### config.mk
export PLATFORM = sky130hd
export DESIGN_NAME = xtal_kick_ctrl
export DESIGN_NICKNAME = d
export VERILOG_FILES = /design/src/rtl/xkc_pkg.sv /design/src/rtl/xkc_sense_edge.sv /design/src/rtl/xkc_square_gen.sv /design/src/rtl/xkc_kick_timer.sv /design/src/rtl/xtal_kick_ctrl.sv
export SDC_FILE = /design/constraint.sdc
export NUM_CORES = 1
export LEC_CHECK = 0
export ABC_AREA = 0
export CORE_MARGIN = 8
export CORE_UTILIZATION = 30
export CTS_CLUSTER_SIZE = 10
export DETAILED_ROUTE_END_ITERATION = 16
export PLACE_DENSITY = 0.51
export SYNTH_ARGS = -nofsm -noshare
export SYNTH_HDL_FRONTEND = slang
export SYNTH_SLANG_ARGS = --single-unit
### constraint.sdc
create_clock -name clk -period 10.5 [get_ports clk]
set_input_delay 1.575 -clock clk [delete_from_list [all_inputs] [get_ports clk]]
set_output_delay 1.575 -clock clk [all_outputs]
set_load 0.03 [all_outputs]
### src/rtl/xkc_pkg.sv
package xkc_pkg;
    typedef enum logic [2:0] {
        XK_IDLE    = 3'd0,
        XK_START   = 3'd1,
        XK_RELEASE = 3'd2,
        XK_SUSTAIN = 3'd3,
        XK_FAULT   = 3'd4
    } xk_state_t;
endpackage

### src/rtl/xkc_sense_edge.sv
// Synchronizer chain for the comparator input plus crossing detector.
module xkc_sense_edge #(
    parameter int STAGES = 2
) (
    input  logic clk,
    input  logic rst_n,
    input  logic sense,
    output logic rise,
    output logic fall
);
    localparam int LEN = STAGES + 1;

    logic [LEN-1:0] chain;

    always_ff @(posedge clk or negedge rst_n) begin
        if (!rst_n) chain <= '0;
        else        chain <= {chain[LEN-2:0], sense};
    end

    assign rise = chain[STAGES-1] & ~chain[STAGES];
    assign fall = ~chain[STAGES-1] & chain[STAGES];
endmodule

### src/rtl/xkc_square_gen.sv
// Start-up square wave: begins high, toggles every half_period ticks.
module xkc_square_gen #(
    parameter int CW = 16
) (
    input  logic          clk,
    input  logic          rst_n,
    input  logic          run,
    input  logic [CW-1:0] half_period,
    output logic          level
);
    logic [CW-1:0] cnt;

    always_ff @(posedge clk or negedge rst_n) begin
        if (!rst_n) begin
            cnt   <= '0;
            level <= 1'b1;
        end else if (!run) begin
            cnt   <= '0;
            level <= 1'b1;
        end else if (cnt == half_period - 1'b1) begin
            cnt   <= '0;
            level <= ~level;
        end else begin
            cnt <= cnt + 1'b1;
        end
    end
endmodule

### src/rtl/xkc_kick_timer.sv
// One kick of programmed width toward the requested rail.
module xkc_kick_timer #(
    parameter int CW = 16
) (
    input  logic          clk,
    input  logic          rst_n,
    input  logic          arm,
    input  logic          fire,
    input  logic          dir,
    input  logic [CW-1:0] width,
    output logic          busy,
    output logic          level
);
    logic [CW-1:0] cnt;

    always_ff @(posedge clk or negedge rst_n) begin
        if (!rst_n) begin
            cnt   <= '0;
            level <= 1'b0;
        end else if (!arm) begin
            cnt <= '0;
        end else if (fire && cnt == '0) begin
            cnt   <= width;
            level <= dir;
        end else if (cnt != '0) begin
            cnt <= cnt - 1'b1;
        end
    end

    assign busy = (cnt != '0);
endmodule

### src/rtl/xtal_kick_ctrl.sv
module xtal_kick_ctrl
    import xkc_pkg::*;
#(
    parameter int CW          = 16,
    parameter int TW          = 24,
    parameter int NW          = 8,
    parameter int SYNC_STAGES = 2
) (
    input  logic          clk,
    input  logic          rst_n,
    input  logic          enable,
    input  logic [CW-1:0] cfg_half_period,
    input  logic [CW-1:0] cfg_period_step,
    input  logic [TW-1:0] cfg_burst_len,
    input  logic [TW-1:0] cfg_settle_len,
    input  logic [CW-1:0] cfg_pulse_width,
    input  logic [TW-1:0] cfg_timeout,
    input  logic [NW-1:0] cfg_lock_count,
    input  logic [NW-1:0] cfg_max_restarts,
    input  logic          sense_in,
    output logic          drv_en,
    output logic          drv_level,
    output logic [2:0]    state_o,
    output logic [NW-1:0] restarts_o
);
    xk_state_t     state, state_n;
    logic [TW-1:0] tmr, tmr_n;
    logic [NW-1:0] qual, qual_n;
    logic [NW-1:0] restarts, restarts_n;
    logic [CW-1:0] cur_hp, cur_hp_n;
    logic          settled, settled_n;

    logic rise, fall, crossing;
    logic sq_level, kick_busy, kick_level, kick_fire;
    logic wd_expired;
    logic [NW-1:0] restarts_inc, qual_inc;

    xkc_sense_edge #(.STAGES(SYNC_STAGES)) u_edge (
        .clk   (clk),
        .rst_n (rst_n),
        .sense (sense_in),
        .rise  (rise),
        .fall  (fall)
    );

    xkc_square_gen #(.CW(CW)) u_square (
        .clk         (clk),
        .rst_n       (rst_n),
        .run         (state == XK_START),
        .half_period (cur_hp),
        .level       (sq_level)
    );

    xkc_kick_timer #(.CW(CW)) u_kick (
        .clk   (clk),
        .rst_n (rst_n),
        .arm   (state == XK_SUSTAIN),
        .fire  (kick_fire),
        .dir   (rise),
        .width (cfg_pulse_width),
        .busy  (kick_busy),
        .level (kick_level)
    );

    assign crossing     = rise | fall;
    assign kick_fire    = (state == XK_SUSTAIN) && crossing && !kick_busy;
    assign wd_expired   = (tmr == cfg_timeout - 1'b1);
    assign restarts_inc = restarts + 1'b1;
    assign qual_inc     = qual + 1'b1;

    // Next-state and counter logic
    always_comb begin
        state_n    = state;
        tmr_n      = tmr + 1'b1;
        qual_n     = qual;
        restarts_n = restarts;
        cur_hp_n   = cur_hp;
        settled_n  = settled;
        unique case (state)
            XK_IDLE: begin
                tmr_n = '0;
                if (enable) begin
                    state_n    = XK_START;
                    cur_hp_n   = cfg_half_period;
                    restarts_n = '0;
                end
            end
            XK_START: begin
                if (tmr == cfg_burst_len - 1'b1) begin
                    state_n   = XK_RELEASE;
                    tmr_n     = '0;
                    settled_n = 1'b0;
                    qual_n    = '0;
                end
            end
            XK_RELEASE: begin
                if (!settled) begin
                    if (tmr == cfg_settle_len - 1'b1) begin
                        settled_n = 1'b1;
                        tmr_n     = '0;
                    end
                end else if (crossing) begin
                    tmr_n = '0;
                    if (qual_inc == cfg_lock_count) begin
                        state_n = XK_SUSTAIN;
                        qual_n  = '0;
                    end else begin
                        qual_n = qual_inc;
                    end
                end else if (wd_expired) begin
                    tmr_n      = '0;
                    restarts_n = restarts_inc;
                    cur_hp_n   = cur_hp + cfg_period_step;
                    state_n    = (restarts_inc == cfg_max_restarts) ? XK_FAULT : XK_START;
                end
            end
            XK_SUSTAIN: begin
                if (kick_fire) begin
                    tmr_n = '0;
                end else if (wd_expired) begin
                    tmr_n      = '0;
                    restarts_n = restarts_inc;
                    state_n    = (restarts_inc == cfg_max_restarts) ? XK_FAULT : XK_START;
                end
            end
            XK_FAULT: begin
                tmr_n = '0;
            end
            default: begin
                state_n = XK_IDLE;
                tmr_n   = '0;
            end
        endcase
        if (!enable) begin
            state_n = XK_IDLE;
            tmr_n   = '0;
        end
    end

    // State register
    always_ff @(posedge clk or negedge rst_n) begin
        if (!rst_n) begin
            state    <= XK_IDLE;
            tmr      <= '0;
            qual     <= '0;
            restarts <= '0;
            cur_hp   <= '0;
            settled  <= 1'b0;
        end else begin
            state    <= state_n;
            tmr      <= tmr_n;
            qual     <= qual_n;
            restarts <= restarts_n;
            cur_hp   <= cur_hp_n;
            settled  <= settled_n;
        end
    end

    // Outputs
    always_comb begin
        drv_en    = 1'b0;
        drv_level = 1'b0;
        unique case (state)
            XK_START: begin
                drv_en    = 1'b1;
                drv_level = sq_level;
            end
            XK_SUSTAIN: begin
                drv_en    = kick_busy;
                drv_level = kick_busy & kick_level;
            end
            default: begin
                drv_en    = 1'b0;
                drv_level = 1'b0;
            end
        endcase
        state_o    = state;
        restarts_o = restarts;
    end
endmodule

==> out/results.tsv, run 1 <==
metric	value	unit
status	completed	
core footprint	30400	µm²
internal power	737	µW
Final Critical Period	5990	ps
Post-synth EDFFs	0	
Flop pwr share	0.385	
GRT overflow	0	
post_cts resized	0	
CTS clock-pin slew for the worst setup and hold paths	60	ps
initial core utilization	0.303	
DRC	0	
initial antenna violation count	5	
CP startpoint	cfg_timeout[2]	
Worst Tran Pin Value	1010	ps
Net Count, Synth	1343	
RSZ-0062 raised after global routing	no	
Final Cycle Share	0.570	
share of cells above drive strength 1	0.0435	
final hold violation count	0	
Worst-Skew Late Latency	360	ps
DP HPWL	23400	µm
row count	64	
Mapped Area	9220	µm²
Crit path required time	10740	ps
area grow syn2layout	23.0	%
Pins Over Slew Limit	0	
reg-to-reg startpoint	tmr[5]$_DFF_PN0_	
Psw	321	µW
via count	8946	
H-Tree Depth	3	
P_leak	4.23	nW
fmax	167	MHz
CP Class	in2reg	
Yosys reg bits	97	
clock root buffer master	clkbuf_16	
vias in the first global route	8747	
Tot GR Track Use	0.159	
cts bufs inserted	9	
Worst Hold Launch	u_edge.chain[0]$_DFF_PN0_	
worst setup margin	4510	ps
ant diodes	0	
Mapped Cells	1176	
CTS max path bufs	2	
switching share of power	0.303	
largest net degree at the start of global routing	54	
TritonCTS clock tree	built	
Vias/cell	5.32	
CTS Hold Bufs	0	
Synth Flop Type	dfrtp_1	
hold crit path type	reg2reg	
top-level I/O count	153	
mean area per synthesized cell	7.84	µm²
IO buf count	152	
Worst Path Max Fanout	16	
Antenna Nets Post-Route	0	
logic gate share of total power	0.265	
Clock Sinks	97	
# Post-CTS Setup Buffers	0	
unique cell type count in the Yosys netlist	84	
Setup Viol. Count Final	0	
Die Span X	191	µm
CP Launch Type	input port	
Crit. End Element	register	
DRT iter0 DRCs	478	
setup tns final	0	ps
Synth Warn #	0	
Die Y	191	µm
# nets final	1448	
wire per inst	17.4	µm
CP arrival	6220	ps
share of async-settable or async-resettable flops after synthesis	1.00	
register area share after synthesis	0.263	
power share of the clock group	0.350	
worst vdd ir	73.9	µV
first-pass GRT wire length	47100	µm
die footprint	36600	µm²
GPL Wtd Cong	0.855	
routed wire length	29300	µm
Pwr Density	93.2	nW/µm²
drt pass-1 iters	5	
Max-slew headroom	0.321	
maxcap violations	0	
DP Worst Slack	4180	ps
Worst Skew	14.7	ps
through the flow:
step	area, µm²	std cells	total power, mW	util	hold slack [ps]
2_1_floorplan	9220	1176	0.578	-	331
3_3_place_gp	11000	1666	0.694	0.362	349
3_5_place_dp	11000	1666	0.695	0.362	347
4_1_cts	11300	1682	1.07	0.373	364
5_1_grt	11300	1682	1.12	0.373	371
6_report	11300	1682	1.06	0.373	361
area by class of cell:
| cell class | instances | area (µm²) |
|---|---|---|
| sequential | 97 | 2430 |
| inverter | 43 | 161 |
| fill | 3159 | 19100 |
| multi-input combinational | 972 | 6360 |
| clock inverter | 5 | 86.3 |
| tap | 396 | 495 |
| clock buffer | 11 | 243 |
| timing repair buffer | 158 | 1560 |
flip-flops by register name, summed over array words and instances, names as in the netlist:
name,cells
cur_hp,16
qual,8
restarts_o,8
settled,1
state_o,3
tmr,24
u_edge.chain,3
u_kick.cnt,16
u_kick.level,1
u_square.cnt,16
u_square.level,1
critical path: stages:
cell	delay [ps]
clkdlybuf4s50_1	540
or4_1	660
nor4_2	900
nand2_1	110
a211o_1	350
a22oi_1	290
and4_2	280
a41o_1	510
and2_1	590
mux2_2	400
routing by layer:
layer | global-route usage | wire [µm] | vias up
met5 | 0 | 67 | -
li1 | - | - | 4474
met1 | 0.214 | 14100 | 4231
met3 | 0.0356 | 1490 | 35
met4 | 0.0438 | 456 | 10
met2 | 0.250 | 13100 | 196
cell usage in the layout, fill, tap and decap left out, drive strengths merged, types with 6 or more instances in the layout:
cell,netlist,final
a211o,7,7
a211oi,13,13
a21o,6,6
a21oi,58,58
a22oi,9,9
a31oi,27,27
and2,7,7
and3,19,19
buf,14,7
clkbuf,50,11
clkdlybuf4s50,0,151
dfrtp,96,96
ha,26,26
inv,42,43
mux2,12,12
mux2i,8,8
nand2,88,88
nand2b,15,15
nand3,75,75
nand3b,7,7
nand4,19,19
nor2,120,120
nor2b,12,12
nor3,56,56
nor3b,7,7
nor4,30,30
nor4b,9,9
o2111ai,7,7
o211ai,10,10
o21a,6,6
o21ai,41,41
o31ai,7,7
or3,17,17
or4,15,15
xnor2,100,100
xor2,77,77
cells by family after synthesis:
logic type,Yosys count,synth area share
AO/OA/AOI/OAI,239,0.175
flip-flops,97,0.263
multiplexers,20,0.0246
AND/OR/NAND/NOR,509,0.284
buffers and inverters,107,0.0470
adder cells (fa/ha/maj),27,0.0375
XOR/XNOR,177,0.168
power groups by stage:
stage / Clock [mW] / Sequential [mW] / Combinational [mW]
after global routing: 0.394 / 0.410 / 0.312
after detailed placement: 0 / 0.415 / 0.280
final: 0.370 / 0.408 / 0.280
after CTS: 0.384 / 0.408 / 0.281
after floorplan: 0 / 0.404 / 0.174
after global placement: 0 / 0.415 / 0.278
worst paths after layout:
| path | end | slack (ps) | cells after the start |
|---|---|---|---|
| max | cur_hp[14]$_DFFE_PN0P_ | 4510 | 10 |
| max in group asynchronous | u_kick.cnt[6]$_DFFE_PN0P_ | 8140 | 2 |
| max reg2reg | cur_hp[14]$_DFFE_PN0P_ | 6590 | 9 |
| min reg2reg | u_edge.chain[1]$_DFF_PN0_ | 360 | 0 |
| min in group asynchronous | cur_hp[10]$_DFFE_PN0P_ | 1210 | 1 |
| min | u_edge.chain[1]$_DFF_PN0_ | 360 | 0 |
cells in the mapped netlist, drive strengths merged (27+ instances only):
cell    count  area, µm²
nor3       56        280
nor2      120        450
xnor2     100        876
nor4       30        200
inv        42        158
o21ai      41        205
nand2      88        330
clkbuf     50        188
a21oi      58        290
dfrtp      96       2400
a31oi      27        169
xor2       77        674
nand3      75        375
No activity file was read; power rests on OpenSTA's default activity.
==> inputs of run 2 (changes only) <==
--- a/config.mk
+++ b/config.mk
@@ -10,7 +10,7 @@
 export CORE_UTILIZATION = 30
 export CTS_CLUSTER_SIZE = 10
 export DETAILED_ROUTE_END_ITERATION = 16
-export PLACE_DENSITY = 0.51
+export PLACE_DENSITY = 0.53
 export SYNTH_ARGS = -nofsm -noshare
 export SYNTH_HDL_FRONTEND = slang
 export SYNTH_SLANG_ARGS = --single-unit
==> constraint.sdc (replaced) <==
create_clock -name clk -period 5.3 [get_ports clk]
set_input_delay 0.795 -clock clk [delete_from_list [all_inputs] [get_ports clk]]
set_output_delay 0.795 -clock clk [all_outputs]
set_load 0.03 [all_outputs]
==> run 2 against run 1 <==
  * Die area did not move
  * Via count rose by 1.2%
  * Clock-buffer cell count fell by 2
  * Clock skew barely moved
  * Non-clock buffer count rose by 13
  * Wire length fell by 0.39%
  * Sequential share of layout area fell by 0.10 points
  * Hold slack got worse by 9.9 ps
  * Critical path depth rose by 2
  * Utilization rose by 0.18 points
  * Critical path type unchanged
==> out/results.tsv, run 2 (synthesized netlist as in run 1, its figures left out) <==
metric	value	unit
max reg flops	24	
Worst Skew	14.2	ps
reg-to-reg startpoint	u_kick.cnt[9]$_DFFE_PN0P_	
P_leak	4.28	nW
vias in the first global route	8692	
Die Y	191	µm
top-level I/O count	153	
worst hold slack	351	ps
cts bufs inserted	9	
drt pass-1 iters	5	
worst vdd ir	117	µV
CP max stage cell	or3b_2	
row count	64	
status	completed	
Vias/cell	5.34	
post_cts resized	0	
Antenna Nets Post-Route	0	
DP HPWL	23200	µm
Final Critical Period	4480	ps
Crit path required time	5540	ps
DRT iter0 DRCs	462	
FF/Latch Area	2430	µm²
initial antenna violation count	0	
# Post-CTS Setup Buffers	0	
DRC	0	
Setup Viol. Count Final	0	
Largest Register	tmr	
Worst Reg-to-Reg Cells	9	
hold crit path type	reg2reg	
# nets final	1461	
area grow syn2layout	23.6	%
Cell Count, Final, Fillers Out	1695	
Die Span X	191	µm
GPL Wtd Cong	0.851	
post-route total power	2.01	mW
largest net degree at the start of global routing	58	
core footprint	30400	µm²
routed wire length	29100	µm
worst hold endpoint	u_edge.chain[1]$_DFF_PN0_	
RSZ-0062 raised after global routing	no	
GRT overflow	0	
Worst Path Max Fanout	8	
most frequent cells in the layout	151 x clkdlybuf4s50_1, 120 x nor2_1, 100 x xnor2_1, 96 x dfrtp_1, 88 x nand2_1	
CTS Hold Bufs	0	
CTS max path bufs	2	
CP top delay family	simple AND/OR/NAND/NOR gates	
multi-input logic area	6360	µm²
fmax	223	MHz
first-pass GRT wire length	46100	µm
Pwr Density	177	nW/µm²
RR Endpoint	restarts_o[7]$_DFFE_PN0P_	
Final Cycle Share	0.846	
most common cell after layout, fill and taps aside	clkdlybuf4s50_1	
dpl cells	1679	
reg-to-reg slack, setup	1650	ps
via count	9054	
Pins Over Slew Limit	0	
CTS clock-pin slew for the worst setup and hold paths	80	ps
fillcell total	3105	
Max-slew headroom	0.264	
share of cells above drive strength 1	0.0539	
final hold violation count	0	
ant diodes	0	
CP Launch Type	input port	
H-Tree Depth	3	
worst stage delay on the critical path	560	ps
CP Class	in2reg	
Worst Hold Launch	u_edge.chain[0]$_DFF_PN0_	
CP arrival	4720	ps
maxcap violations	0	
crit path buf inv count	2	
CP cell instances	clkdlybuf4s50_1, inv_1, ha_1, or3b_2, or4_4, or3_1, a22oi_2, and4_1, nand4_2, or4_1, a21o_1, mux2_4	
setup tns final	0	ps
wire per inst	17.2	µm
die footprint	36600	µm²
hold depth	0	
TritonCTS clock tree	built	
clock root buffer master	clkbuf_16	
Tot GR Track Use	0.155	
Crit. End Element	register	
initial core utilization	0.303	
Clock Sinks	97	
IO buf count	152	
Worst-Skew Late Latency	360	ps
Worst Tran Pin Value	1100	ps
[run 2: cell types whose count changed in the layout (fill, tap and decap cells not counted)]
cell,change
clkbuf_8,-1
clkinv_2,+1
buf_4,+13
clkbuf_1,-1
inv_8,+2
clkinvlp_4,+1
bufinv_16,-2
[run 2: final cells by class]
class,instances,share of cell area
Multi-Input combinational cell,972,0.558
Sequential cell,97,0.213
Timing Repair Buffer,171,0.146
Tap cell,396,0.0435
Clock buffer,9,0.0198
Inverter,43,0.0142
Clock inverter,7,0.00538
[run 2: through the flow]
step | instance area, µm² | utilization | worst slack, ps
after floorplan | 9220 | - | 1140
after global placement | 11100 | 0.365 | 513
after detailed placement | 11100 | 0.365 | 452
after CTS | 11400 | 0.375 | 835
after global routing | 11400 | 0.375 | 664
final | 11400 | 0.375 | 818
[run 2: how the worst max path moves through the flow]
stage / from / end / depth (start not counted)
global placement: cfg_timeout[0] / restarts_o[4]$_DFFE_PN0P_ / 12
detailed placement: cfg_timeout[0] / restarts_o[4]$_DFFE_PN0P_ / 12
global route: cfg_settle_len[0] / tmr[5]$_DFF_PN0_ / 13
floorplan: cfg_timeout[4] / restarts_o[4]$_DFFE_PN0P_ / 12
CTS: cfg_timeout[0] / restarts_o[7]$_DFFE_PN0P_ / 12
finish: cfg_timeout[0] / restarts_o[7]$_DFFE_PN0P_ / 12
[run 2: metal layers]
layer,vias to the layer above,global-route usage,share of wire
li1,4493,-,-
met1,4355,0.219,0.49
met2,187,0.247,0.45
met3,19,0.0212,0.042
met4,0,0.0385,0.014
met5,-,0,0
[run 2: where the power goes]
part           internal, mW  switching (mW)
clock network         0.328           0.325
registers             0.762          0.0439
logic                 0.269           0.287
total                  1.36           0.656
==> inputs of run 3 (changes only) <==
==> constraint.sdc (replaced) <==
create_clock -name clk -period 3.7 [get_ports clk]
set_input_delay 0.555 -clock clk [delete_from_list [all_inputs] [get_ports clk]]
set_output_delay 0.555 -clock clk [all_outputs]
set_load 0.03 [all_outputs]
==> run 3 against run 2 <==
  * First-iteration DRC count shrank 2.8%
  * Cell area grew 11%
  * Sequential power up 43%
  * Flip-flop and latch count unchanged
  * Critical path type unchanged
  * Critical endpoint is now tmr[18]$_DFF_PN0_
  * Largest power group unchanged
  * Highest routed layer is now met5
==> out/results.tsv, run 3 (synthesized netlist as in run 1, its figures left out) <==
metric	value	unit
status	completed	
reg-to-reg slack, setup	320	ps
Worst-Skew Late Latency	360	ps
RSZ-0062 raised after global routing	yes	
first-pass GRT wire length	47800	µm
core footprint	30400	µm²
P_leak	5.04	nW
CP Launch Type	input port	
fmax	272	MHz
IO buf count	152	
worst vdd ir	150	µV
post-route total power	2.98	mW
CP Class	in2reg	
crit path buf inv count	5	
Setup Viol. Count Final	0	
cts bufs inserted	9	
Tot GR Track Use	0.160	
Worst Path Max Fanout	12	
via count	9471	
CP cell instances	clkdlybuf4s50_1, or4_4, or3_4, nor3_2, buf_4, mux2_2, mux2i_1, a221oi_2, buf_4, a211oi_4, a211oi_4, buf_6, clkbuf_16, nor2_1	
worst hold slack	359	ps
CP max stage cell	or4_4	
H-Tree Depth	3	
CTS max path bufs	2	
maxcap violations	0	
wire per inst	16.5	µm
worst stage delay on the critical path	600	ps
most frequent cells in the layout	147 x buf_4, 142 x clkdlybuf4s50_1, 120 x nor2_1, 99 x xnor2_1, 96 x dfrtp_1	
area post-placement	12100	µm²
vias in the first global route	9315	
final hold violation count	0	
Max-slew headroom	0.322	
Worst Hold Launch	u_edge.chain[0]$_DFF_PN0_	
DP HPWL	24200	µm
largest net degree at the start of global routing	77	
die footprint	36600	µm²
TritonCTS clock tree	built	
area grow syn2layout	37.0	%
routed wire length	30200	µm
Worst Skew	13.0	ps
RR Endpoint	tmr[18]$_DFF_PN0_	
drt pass-1 iters	5	
Pins Over Slew Limit	0	
# nets final	1592	
GRT overflow	0	
Largest Register	tmr	
initial core utilization	0.303	
row count	64	
Crit path required time	3990	ps
Cell Count, Final, Fillers Out	1826	
worst setup margin	22.1	ps
Final Critical Period	3680	ps
hold crit path type	reg2reg	
CP startpoint	cfg_burst_len[0]	
DP Worst Slack	-563	ps
CTS clock-pin slew for the worst setup and hold paths	80	ps
reg-to-reg startpoint	u_kick.cnt[9]$_DFFE_PN0P_	
Worst Reg-to-Reg Cells	11	
Worst Tran Pin Value	1020	ps
Die Y	191	µm
initial antenna violation count	1	
Final Cycle Share	0.994	
CP arrival	3970	ps
CTS Hold Bufs	0	
fillcell total	3115	
GPL Wtd Cong	0.834	
top-level I/O count	153	
Pwr Density	236	nW/µm²
Clock Sinks	97	
CP top delay family	simple AND/OR/NAND/NOR gates	
Finished Cell Area	12600	µm²
hold depth	0	
share of cells above drive strength 1	0.162	
ant diodes	0	
Antenna Nets Post-Route	0	
Vias/cell	5.19	
Die Span X	191	µm
Crit. End Element	register	
dpl cells	1804	
worst hold endpoint	u_edge.chain[1]$_DFF_PN0_	
most common cell after layout, fill and taps aside	buf_4	
max reg flops	24	
clock root buffer master	clkbuf_16	
DRC	0	
DRT iter0 DRCs	449	
==> run 3: cell count changes in the layout (fill, tap and decap cells not counted), sizes merged <==
cell	change
buf	+130
dlygate4sd2	+3
dlymetal6s2s	+5
clkinvlp	-1
clkinv	+1
clkbuf	+2
clkdlybuf4s50	-9
==> run 3: how the worst max path moves through the flow <==
stage	endpoint	slack [ps]	cells past startpoint
detailed placement	restarts_o[4]$_DFFE_PN0P_	-560	10
finish	tmr[18]$_DFF_PN0_	20	14
global placement	restarts_o[6]$_DFFE_PN0P_	-510	10
global route	tmr[18]$_DFF_PN0_	-30	14
CTS	qual[0]$_DFFE_PN0P_	-2	12
floorplan	restarts_o[4]$_DFFE_PN0P_	-140	12
==> run 3: cell type report <==
| cell class | instances | area, µm² | area share |
|---|---|---|---|
| clock buffer | 9 | 225 | 0.0178 |
| clock inverter | 7 | 60.1 | 0.00476 |
| inverter | 43 | 161 | 0.0128 |
| multi-input combinational | 972 | 6550 | 0.518 |
| sequential | 97 | 2430 | 0.192 |
| tap | 396 | 495 | 0.0392 |
| timing repair buffer | 302 | 2710 | 0.215 |
==> run 3: stage by stage <==
step,setup TNS [ps],utilization
4_1_cts,-1.70,0.407
2_1_floorplan,-476,-
6_report,0,0.415
3_5_place_dp,-26360,0.396
5_1_grt,-212,0.415
3_3_place_gp,-23580,0.396
==> run 3: timing repair <==
item / CTS / global route
cloned: 0 / 2
endpoints found under the setup margin: 50 / 59
pin swaps: 8 / 11
buffers inserted: 1 / 3
gates resized for setup: 14 / 36
==> run 3: per-layer routing <==
layer | wire length (µm) | vias up | share of wire | global-route usage
met5 | 8 | - | 0.00027 | 0
met4 | 465 | 2 | 0.015 | 0.0414
met3 | 1360 | 32 | 0.045 | 0.0226
met2 | 14000 | 215 | 0.46 | 0.264
met1 | 14400 | 4467 | 0.48 | 0.216
li1 | - | 4755 | - | -
==> run 3: power by group <==
| part | internal [mW] | switching (mW) |
|---|---|---|
| clock | 0.469 | 0.463 |
| combinational | 0.459 | 0.439 |
| sequential | 1.09 | 0.0602 |
